--- config.mk ---
export PLATFORM = sky130hd
export DESIGN_NAME = fpbf_butterfly
export DESIGN_NICKNAME = d
export VERILOG_FILES = /design/src/rtl/fpbf_pkg.sv /design/src/rtl/fpbf_align.sv /design/src/rtl/fpbf_addsub.sv /design/src/rtl/fpbf_round.sv /design/src/rtl/fpbf_butterfly.sv
export SDC_FILE = /design/constraint.sdc
export NUM_CORES = 1
export LEC_CHECK = 0
export BUFFER_PORTS_ARGS = -buffer_cell sky130_fd_sc_hd__buf_2
export CORE_ASPECT_RATIO = 2
export CORE_MARGIN = 2
export CORE_UTILIZATION = 50
export CTS_BUF_LIST = sky130_fd_sc_hd__clkbuf_8
export CTS_CLUSTER_SIZE = 28
export DETAILED_ROUTE_END_ITERATION = 7
export MAX_ROUTING_LAYER = met4
export PLACE_DENSITY = 0.67
export SYNTH_ARGS = -nofsm -noshare
export SYNTH_HDL_FRONTEND = slang
export SYNTH_SLANG_ARGS = --single-unit
--- constraint.sdc ---
create_clock -name clk -period 0.9 [get_ports clk]
set_clock_uncertainty 0.1 [all_clocks]
set_input_delay 0 -clock clk [delete_from_list [all_inputs] [get_ports clk]]
set_output_delay 0 -clock clk [all_outputs]
set_load 0.01 [all_outputs]
--- src/rtl/fpbf_pkg.sv ---
`timescale 1ns/1ps
package fpbf_pkg;
  localparam int FP_W  = 32;
  localparam int EXP_W = 8;
  localparam int MAN_W = FP_W - EXP_W - 1;
  localparam int SIG_W = MAN_W + 1;
  localparam int GRS_W = 3;
  localparam int ALN_W = SIG_W + GRS_W;
  localparam int RAW_W = ALN_W + 1;
  localparam int LZ_W  = $clog2(RAW_W);
  localparam int EW    = EXP_W + 2;
  localparam logic [EXP_W-1:0] EXP_TOP = '1;
  localparam logic [FP_W-1:0]  QNAN    = {1'b0, EXP_TOP, 1'b1, {(MAN_W-1){1'b0}}};

  typedef struct packed {
    logic             sa;
    logic             sb;
    logic             a_big;
    logic [EXP_W-1:0] exp_big;
    logic [ALN_W-1:0] sig_big;
    logic [ALN_W-1:0] sig_small;
    logic             special;
    logic [FP_W-1:0]  sum_sp;
    logic [FP_W-1:0]  dif_sp;
  } aln_t;

  typedef struct packed {
    logic             sign;
    logic             eff_sub;
    logic [EXP_W-1:0] exp;
    logic [RAW_W-1:0] mag;
  } raw_t;
endpackage

--- src/rtl/fpbf_align.sv ---
`timescale 1ns/1ps
module fpbf_align
  import fpbf_pkg::*;
(
  input  logic [FP_W-1:0] opa,
  input  logic [FP_W-1:0] opb,
  output aln_t            aln
);
  logic [EXP_W-1:0] ea, eb, e_small, dexp;
  logic [MAN_W-1:0] ma, mb;
  logic             za, zb, a_nan, b_nan, a_inf, b_inf;
  logic [FP_W-2:0]  mag_a, mag_b;
  logic [SIG_W-1:0] siga, sigb, sig_s;
  logic [ALN_W-1:0] ext_s, shf_s, mask_s;
  logic             sticky;

  always_comb begin
    ea    = opa[FP_W-2 -: EXP_W];
    eb    = opb[FP_W-2 -: EXP_W];
    ma    = opa[MAN_W-1:0];
    mb    = opb[MAN_W-1:0];
    za    = (ea == '0);
    zb    = (eb == '0);
    a_nan = (ea == EXP_TOP) && (ma != '0);
    b_nan = (eb == EXP_TOP) && (mb != '0);
    a_inf = (ea == EXP_TOP) && (ma == '0);
    b_inf = (eb == EXP_TOP) && (mb == '0);
    siga  = za ? '0 : {1'b1, ma};
    sigb  = zb ? '0 : {1'b1, mb};
    mag_a = za ? '0 : opa[FP_W-2:0];
    mag_b = zb ? '0 : opb[FP_W-2:0];

    aln.sa    = opa[FP_W-1];
    aln.sb    = opb[FP_W-1];
    aln.a_big = (mag_a >= mag_b);
    if (aln.a_big) begin
      aln.exp_big = za ? '0 : ea;
      e_small     = zb ? '0 : eb;
      aln.sig_big = {siga, {GRS_W{1'b0}}};
      sig_s       = sigb;
    end else begin
      aln.exp_big = zb ? '0 : eb;
      e_small     = za ? '0 : ea;
      aln.sig_big = {sigb, {GRS_W{1'b0}}};
      sig_s       = siga;
    end

    dexp  = aln.exp_big - e_small;
    ext_s = {sig_s, {GRS_W{1'b0}}};
    if (dexp >= EXP_W'(ALN_W)) begin
      shf_s  = '0;
      mask_s = '1;
      sticky = |sig_s;
    end else begin
      shf_s  = ext_s >> dexp;
      mask_s = (ALN_W'(1) << dexp) - ALN_W'(1);
      sticky = |(ext_s & mask_s);
    end
    aln.sig_small = {shf_s[ALN_W-1:1], shf_s[0] | sticky};

    aln.special = a_nan | b_nan | a_inf | b_inf;
    aln.sum_sp  = QNAN;
    aln.dif_sp  = QNAN;
    if (a_nan || b_nan) begin
      aln.sum_sp = QNAN;
      aln.dif_sp = QNAN;
    end else if (a_inf && b_inf) begin
      aln.sum_sp = (opa[FP_W-1] == opb[FP_W-1]) ? {opa[FP_W-1], EXP_TOP, {MAN_W{1'b0}}} : QNAN;
      aln.dif_sp = (opa[FP_W-1] != opb[FP_W-1]) ? {opb[FP_W-1], EXP_TOP, {MAN_W{1'b0}}} : QNAN;
    end else if (a_inf) begin
      aln.sum_sp = {opa[FP_W-1], EXP_TOP, {MAN_W{1'b0}}};
      aln.dif_sp = {~opa[FP_W-1], EXP_TOP, {MAN_W{1'b0}}};
    end else if (b_inf) begin
      aln.sum_sp = {opb[FP_W-1], EXP_TOP, {MAN_W{1'b0}}};
      aln.dif_sp = {opb[FP_W-1], EXP_TOP, {MAN_W{1'b0}}};
    end
  end
endmodule

--- src/rtl/fpbf_addsub.sv ---
`timescale 1ns/1ps
module fpbf_addsub
  import fpbf_pkg::*;
(
  input  aln_t aln,
  output raw_t sum_raw,
  output raw_t dif_raw
);
  logic [RAW_W-1:0] mag_add, mag_sub;
  logic             sum_is_add, dif_is_add;

  always_comb begin
    mag_add    = {1'b0, aln.sig_big} + {1'b0, aln.sig_small};
    mag_sub    = {1'b0, aln.sig_big - aln.sig_small};
    sum_is_add = (aln.sa == aln.sb);
    dif_is_add = (aln.sa != aln.sb);

    sum_raw.exp     = aln.exp_big;
    sum_raw.eff_sub = ~sum_is_add;
    sum_raw.mag     = sum_is_add ? mag_add : mag_sub;
    sum_raw.sign    = sum_is_add ? aln.sa : (aln.a_big ? aln.sa : aln.sb);

    dif_raw.exp     = aln.exp_big;
    dif_raw.eff_sub = ~dif_is_add;
    dif_raw.mag     = dif_is_add ? mag_add : mag_sub;
    dif_raw.sign    = dif_is_add ? aln.sb : (aln.a_big ? ~aln.sa : aln.sb);
  end
endmodule

--- src/rtl/fpbf_round.sv ---
`timescale 1ns/1ps
module fpbf_round
  import fpbf_pkg::*;
(
  input  raw_t            raw,
  input  logic            spec,
  input  logic [FP_W-1:0] spec_val,
  output logic [FP_W-1:0] res
);
  logic [LZ_W-1:0]  lead, sh;
  logic [ALN_W-1:0] nrm;
  logic [EW-1:0]    e_n, e_f;
  logic [SIG_W:0]   m25;
  logic             up;
  logic [MAN_W-1:0] frac;

  always_comb begin
    lead = '0;
    for (int i = 0; i < RAW_W; i++) begin
      if (raw.mag[i]) lead = LZ_W'(i);
    end
    sh = LZ_W'(ALN_W - 1) - lead;
    if (raw.mag[RAW_W-1]) nrm = {raw.mag[RAW_W-1:2], |raw.mag[1:0]};
    else                  nrm = raw.mag[ALN_W-1:0] << sh;
    e_n  = {2'b00, raw.exp} + {{(EW-LZ_W){1'b0}}, lead} - EW'(ALN_W - 1);
    up   = nrm[GRS_W-1] & (nrm[GRS_W-2] | nrm[0] | nrm[GRS_W]);
    m25  = {1'b0, nrm[ALN_W-1:GRS_W]} + {{SIG_W{1'b0}}, up};
    e_f  = m25[SIG_W] ? e_n + EW'(1) : e_n;
    frac = m25[SIG_W] ? m25[SIG_W-1:1] : m25[MAN_W-1:0];

    if (spec)
      res = spec_val;
    else if (raw.mag == '0)
      res = {raw.sign & ~raw.eff_sub, {(FP_W-1){1'b0}}};
    else if ($signed(e_f) >= $signed(EW'(EXP_TOP)))
      res = {raw.sign, EXP_TOP, {MAN_W{1'b0}}};
    else if ($signed(e_f) <= $signed(EW'(0)))
      res = {raw.sign, {(FP_W-1){1'b0}}};
    else
      res = {raw.sign, e_f[EXP_W-1:0], frac};
  end
endmodule

--- src/rtl/fpbf_butterfly.sv ---
`timescale 1ns/1ps
module fpbf_butterfly
  import fpbf_pkg::*;
#(
  parameter int IDX_W = 7
)(
  input  logic             clk,
  input  logic             rst_n,
  input  logic             in_valid,
  output logic             in_ready,
  input  logic             in_sub,
  input  logic             in_rec,
  input  logic [FP_W-1:0]  in_a,
  input  logic [FP_W-1:0]  in_b,
  input  logic [IDX_W-1:0] in_dst,
  input  logic [IDX_W-1:0] in_vl,
  output logic             out_valid,
  input  logic             out_ready,
  output logic [FP_W-1:0]  out_pri,
  output logic [FP_W-1:0]  out_sec,
  output logic [IDX_W-1:0] out_dst_pri,
  output logic [IDX_W-1:0] out_dst_sec,
  output logic             out_rec
);
  localparam int NRES = 2;

  logic rst_q1, rst_s;
  always_ff @(posedge clk or negedge rst_n) begin
    if (!rst_n) begin
      rst_q1 <= 1'b0;
      rst_s  <= 1'b0;
    end else begin
      rst_q1 <= 1'b1;
      rst_s  <= rst_q1;
    end
  end

  logic en1, en2, en3, ld1, ld2, ld3;
  logic s1_v, s2_v, s3_v, s1_v_nxt, s2_v_nxt, s3_v_nxt;

  always_comb begin
    en3      = ~s3_v | out_ready;
    en2      = ~s2_v | en3;
    en1      = ~s1_v | en2;
    ld1      = en1 & in_valid & rst_s;
    ld2      = en2 & s1_v;
    ld3      = en3 & s2_v;
    s1_v_nxt = en1 ? (in_valid & rst_s) : s1_v;
    s2_v_nxt = en2 ? s1_v : s2_v;
    s3_v_nxt = en3 ? s2_v : s3_v;
  end

  always_ff @(posedge clk or negedge rst_s) begin
    if (!rst_s) begin
      s1_v <= 1'b0;
      s2_v <= 1'b0;
      s3_v <= 1'b0;
    end else begin
      s1_v <= s1_v_nxt;
      s2_v <= s2_v_nxt;
      s3_v <= s3_v_nxt;
    end
  end

  // stage 1: classify, compare, align
  aln_t             aln_c, s1_aln;
  logic             s1_sub, s1_rec;
  logic [IDX_W-1:0] s1_dst, s1_dst2, dst2_c;

  fpbf_align u_align (.opa(in_a), .opb(in_b), .aln(aln_c));

  always_comb dst2_c = in_dst + in_vl;

  always_ff @(posedge clk) begin
    if (ld1) begin
      s1_aln  <= aln_c;
      s1_sub  <= in_sub;
      s1_rec  <= in_rec;
      s1_dst  <= in_dst;
      s1_dst2 <= dst2_c;
    end
  end

  // stage 2: twin significand adders
  raw_t             sum_c, dif_c, s2_sum, s2_dif;
  logic             s2_spec, s2_sub, s2_rec;
  logic [FP_W-1:0]  s2_sum_sp, s2_dif_sp;
  logic [IDX_W-1:0] s2_dst, s2_dst2;

  fpbf_addsub u_addsub (.aln(s1_aln), .sum_raw(sum_c), .dif_raw(dif_c));

  always_ff @(posedge clk) begin
    if (ld2) begin
      s2_sum    <= sum_c;
      s2_dif    <= dif_c;
      s2_spec   <= s1_aln.special;
      s2_sum_sp <= s1_aln.sum_sp;
      s2_dif_sp <= s1_aln.dif_sp;
      s2_sub    <= s1_sub;
      s2_rec    <= s1_rec;
      s2_dst    <= s1_dst;
      s2_dst2   <= s1_dst2;
    end
  end

  // stage 3: one rounder per result
  raw_t             rnd_raw [NRES];
  logic [FP_W-1:0]  rnd_sp  [NRES];
  logic [FP_W-1:0]  rnd_res [NRES];
  logic [FP_W-1:0]  pri_c, sec_c;

  always_comb begin
    rnd_raw[0] = s2_sum;
    rnd_raw[1] = s2_dif;
    rnd_sp[0]  = s2_sum_sp;
    rnd_sp[1]  = s2_dif_sp;
  end

  for (genvar g = 0; g < NRES; g++) begin : g_rnd
    fpbf_round u_round (
      .raw      (rnd_raw[g]),
      .spec     (s2_spec),
      .spec_val (rnd_sp[g]),
      .res      (rnd_res[g])
    );
  end

  always_comb begin
    pri_c = s2_sub ? rnd_res[1] : rnd_res[0];
    sec_c = s2_sub ? rnd_res[0] : rnd_res[1];
  end

  always_ff @(posedge clk) begin
    if (ld3) begin
      out_pri     <= pri_c;
      out_sec     <= sec_c;
      out_rec     <= s2_rec;
      out_dst_pri <= s2_dst;
      out_dst_sec <= s2_dst2;
    end
  end

  assign out_valid = s3_v;
  assign in_ready  = en1 & rst_s;


  hold_out_chk: assert property (@(posedge clk) disable iff (!rst_s)
    out_valid && !out_ready |=> out_valid && $stable(out_pri) && $stable(out_sec)
      && $stable(out_dst_pri) && $stable(out_dst_sec) && $stable(out_rec));


  stall_src_chk: assert property (@(posedge clk) disable iff (!rst_s)
    !in_ready |-> s1_v && s2_v && s3_v && !out_ready);


  take_in_chk: assert property (@(posedge clk) disable iff (!rst_s)
    in_valid && in_ready |=> s1_v);


  no_subn_pri_chk: assert property (@(posedge clk) disable iff (!rst_s)
    out_valid |-> (out_pri[FP_W-2 -: EXP_W] != '0) || (out_pri[MAN_W-1:0] == '0));


  no_subn_sec_chk: assert property (@(posedge clk) disable iff (!rst_s)
    out_valid |-> (out_sec[FP_W-2 -: EXP_W] != '0) || (out_sec[MAN_W-1:0] == '0));
endmodule

==> metrics.csv, run 1 <==
metric,value,unit
dieHeight,305,um
clock_sinks,255,
cts_buffers,34,
place_area,0.0319,mm2
error,[ERROR GRT-0232] Routing congestion too high. Check the congestion heatmap in the GUI.,
hpwl,82.8,mm
die_w,155,um
syn_inst,2619,
gp_congestion,1.16,
overflow,392,
core.rowCount,110,
synth_cell_types,103,
synth_top_family_by_area,compound AO/OA/AOI/OAI gates,
synth_top_area_share,33.1,%
syn_nets,2813,
synthMuxAreaShare,8.30,%
yosys.area_share.simple,20.3,%
num_io_pins,165,
synth_xor_area_share,5.34,%
synth_most_common_cell,nand2_1,
synth_warnings,0,
grt_max_degree,37,
ys_seq_area_share,33.7,%
synth_compound_area_share,21.4,%
ys_ff_latch,255,
synth_commonest_cells,"304 x nand2_1, 250 x edfxtp_1, 222 x nor2_1, 173 x o21ai_0, 137 x mux2i_1",
synth_edf_count,250,
status,stopped before the end,
synthArstFlopShare,1.96,%
htree_levels,2,
stop_stage,5_1_grt,
clk_path_buf_depth,3,
synth-main-ff-cell,edfxtp_1,
synth_top_area_cell,edfxtp_1,
syn_avg_cell_area,8.65,um2
groute.usage.overall,78.2,%
start_util,50.5,%
synth-adder-area-share,6.21,%
port_buffers,164,
synthTopCellsByArea,"edfxtp_1 33%, mux2i_1 6.1%, ha_1 5.9%, nand2_1 5.0%, o21ai_0 3.8%",
pre_cts_ws,-5420,ps
dp_cells,4167,
clock-root-buffer,clkbuf_8,
synth_area,0.0227,mm2
[cell families after synthesis]
| kind of cell | count (synthesis) |
|---|---|
| compound gates | 722 |
| xor+xnor | 136 |
| fa+ha+maj | 110 |
| buf+inv | 273 |
| flops | 255 |
| mux | 172 |
| other cells | 1 |
| simple gates | 950 |
[routing by layer]
| metal | global-route usage, % | overflow |
|---|---|---|
| met1 | 72.9 | 0 |
| met2 | 96.0 | 281 |
| met3 | 59.2 | 10 |
| met4 | 82.7 | 101 |
| met5 | - | - |
[per-stage QoR]
step	hold WS [ps]	TNS [ps]
after detailed placement	-307	-836770
after CTS	-376	-776400
after global placement	-315	-801180
after floorplan	-396	-860110
[timing repair]
action | CTS
setup endpoints to repair | 524
gates resized for setup | 385
hold buffers | 29
buffers inserted | 126
gates cloned | 5
hold endpoints to repair | 141
pin swaps | 156
==> inputs of run 2 (changes only) <==
Settings changed: CORE_ASPECT_RATIO 2 to default, CORE_UTILIZATION 50 to 35, CTS_BUF_LIST sky130_fd_sc_hd__clkbuf_8 to default, CTS_CLUSTER_SIZE 28 to default, MAX_ROUTING_LAYER met4 to default, PLACE_DENSITY 0.67 to default, PLACE_DENSITY_LB_ADDON from default to 0.15.
==> metrics.csv, run 2 <==
metric,value,unit,change
drt_iter0_markers,1536,,
ys_seq_area_share,33.7,%,unchanged
relSlewSlack,53.2,%,
rsz0062_at_grt,yes,,
critical_path_class,flip-flop to flip-flop,,
required,1110,ps,
final_cell_mix,"1020 x buf_4, 250 x edfxtp_1, 248 x nand2_1",,
drc,0,,
synth_edf_count,250,,unchanged
hold_viol,79,,
fill_cells,5706,,
cts_buffers,29,,-15%
fin_crit_sh,630,%,
clk_path_buf_depth,3,,unchanged
syn_to_final_growth,66.1,%,
period_needed,5670,ps,
htree_levels,1,,-1
status,finished with violations,,
holdBufCountCts,31,,+6.9%
first_pass_iters,7,,
wl_per_cell,20.5,um,
insertion_delay,600,ps,
cap_violations,0,,
hpwl,76.1,mm,-8.1%
synth_cell_types,103,,unchanged
clock-root-buffer,clkbuf_16,,
drv_slew,0,,
ys_ff_latch,255,,unchanged
start_kind,flip-flop,,
syn_inst,2619,,unchanged
dieHeight,258,um,-15%
overflow,0,,
critPathCaptureType,flip-flop,,
groute.usage.overall,27.8,%,
violations,"hold timing, setup timing",,
port_buffers,164,,unchanged
synth_warnings,0,,unchanged
clock_sinks,255,,unchanged
pre_cts_ws,-4960,ps,+461 ps
synth_top_area_share,33.1,%,unchanged
via_count,25400,,
final_common_cell,buf_4,,
synthArstFlopShare,1.96,%,unchanged
synth_area,0.0227,mm2,unchanged
synth-main-ff-cell,edfxtp_1,,
synthTopCellsByArea,"edfxtp_1 33%, mux2i_1 6.1%, ha_1 5.9%, nand2_1 5.0%, o21ai_0 3.8%",,
whs,-365,ps,
grt_antenna_before_repair,0,,
start_util,35.3,%,-15 points
grt_pass1_wl,145,mm,
wirelength,96.1,mm,
synth_commonest_cells,"304 x nand2_1, 250 x edfxtp_1, 222 x nor2_1, 173 x o21ai_0, 137 x mux2i_1",,
cts_tree,yes,,
grt_pass1_vias,25700,,
arrival,5880,ps,
n_antenna_cell,0,,
tns,-768530,ps,
syn_nets,2813,,unchanged
syn_avg_cell_area,8.65,um2,unchanged
cellLeakagePower,0.0161,uW,
vdd_drop_max,1360,uV,
worst_slew_pin_slew,701,ps,
gp_congestion,0.977,,-15%
synth_most_common_cell,nand2_1,,
clk_pin_slew,60,ps,
die_area,0.0668,mm2,
worst_hold_path_type,input pin to flip-flop,,
die_w,258,um,+67%
path_max_fanout,7,,
power.total,62900,uW,
grt_max_degree,36,,
drive_above_1_share,48.6,%,
final_nets,4009,,
p_per_area,1670,mW/mm2,
vias_per_cell,5.41,,
num_io_pins,165,,unchanged
core.rowCount,93,,-15%
ant_nets,0,,
finalSetupViolCount,527,,
coreArea,0.0642,mm2,
clock.fmax,176,MHz,
synth_top_area_cell,edfxtp_1,,
fin_util,58.6,%,
postLayoutSetupSlackWorst,-4770,ps,
run 2: cell counts after synthesis:
No cell type changed its count.
run 2: layout make-up:
type	instances	area, um2	area share [%]
clock inverters	24	260	0.692
multi-input cells	2091	17000	45.3
inverters	121	477	1.27
flip-flops and latches	255	7630	20.3
repair buffers	1317	10400	27.7
well taps	855	1070	2.84
clock buffers	29	726	1.93
run 2: metrics by stage:
step | instances | area (um2)
finish | 4692 | 37600
global route | 4692 | 37600
CTS | 4662 | 36600
detailed placement | 4462 | 32400
global placement | 4462 | 32400
floorplan | 2619 | 23800
run 2: power breakdown:
| group | switching (uW) | total [uW] | internal [uW] |
|---|---|---|---|
| logic | 18300 | 35700 | 17300 |
| registers | 484 | 14900 | 14400 |
| clock network | 5230 | 12400 | 7120 |
run 2: worst paths after layout:
kind,from,end,slack (ps),depth (start not counted)
max,rnd_raw[19],out_pri[19],-4770,24
min,in_vl[0],s1_dst2[0],-360,2
max reg2reg,rnd_raw[19],out_pri[19],-4770,24
min reg2reg,rst_s,out_valid,40,1
max in group asynchronous,rst_n,rst_s,390,3
min in group asynchronous,rst_s,out_valid,40,1
run 2: kinds of logic after synthesis:
family	after synthesis	share of synthesized area [%]
AND/OR/NAND/NOR	950	20.3
AO/OA/AOI/OAI	722	21.4
buffers and inverters	273	4.76
flip-flops	255	33.7
multiplexers	172	8.30
XOR/XNOR	136	5.34
adder cells (fa/ha/maj)	110	6.21
other	1	0.0166
run 2: timing repair:
item / in CTS / in global routing
cloned: 7 / 1
setup buffers: 126 / 46
endpoints found under the hold margin: 127 / 68
endpoints found under the setup margin: 524 / 527
resized for setup: 412 / 179
pin swaps: 197 / 130
run 2: worst max-delay path, stage by stage, from the launching register on:
cell,delay (ps)
edfxtp_1,450
or3_1,420
or3_4,430
o21ai_4,170
inv_2,70
ha_4,280
buf_12,150
buf_8,130
mux2i_2,150
a21bo_2,220
nand3_2,100
a21oi_2,180
a211oi_2,70
a221o_1,360
nor4_4,290
buf_4,170
nand4_1,200
buf_4,210
a211o_1,220
a21o_1,190
o31a_1,260
nand4_1,130
buf_6,190
clkbuf_16,170
o32ai_2,70
run 2: layer usage:
layer	vias up	wire (um)	share of wire, %	track usage [%]
li1	12200	-	-	-
met1	12200	39500	41	33.6
met2	698	47900	50	49.9
met3	215	4130	4.3	2.55
met4	0	4630	4.8	12.7
met5	-	0	0	0
(Power assumes the default switching activity.)
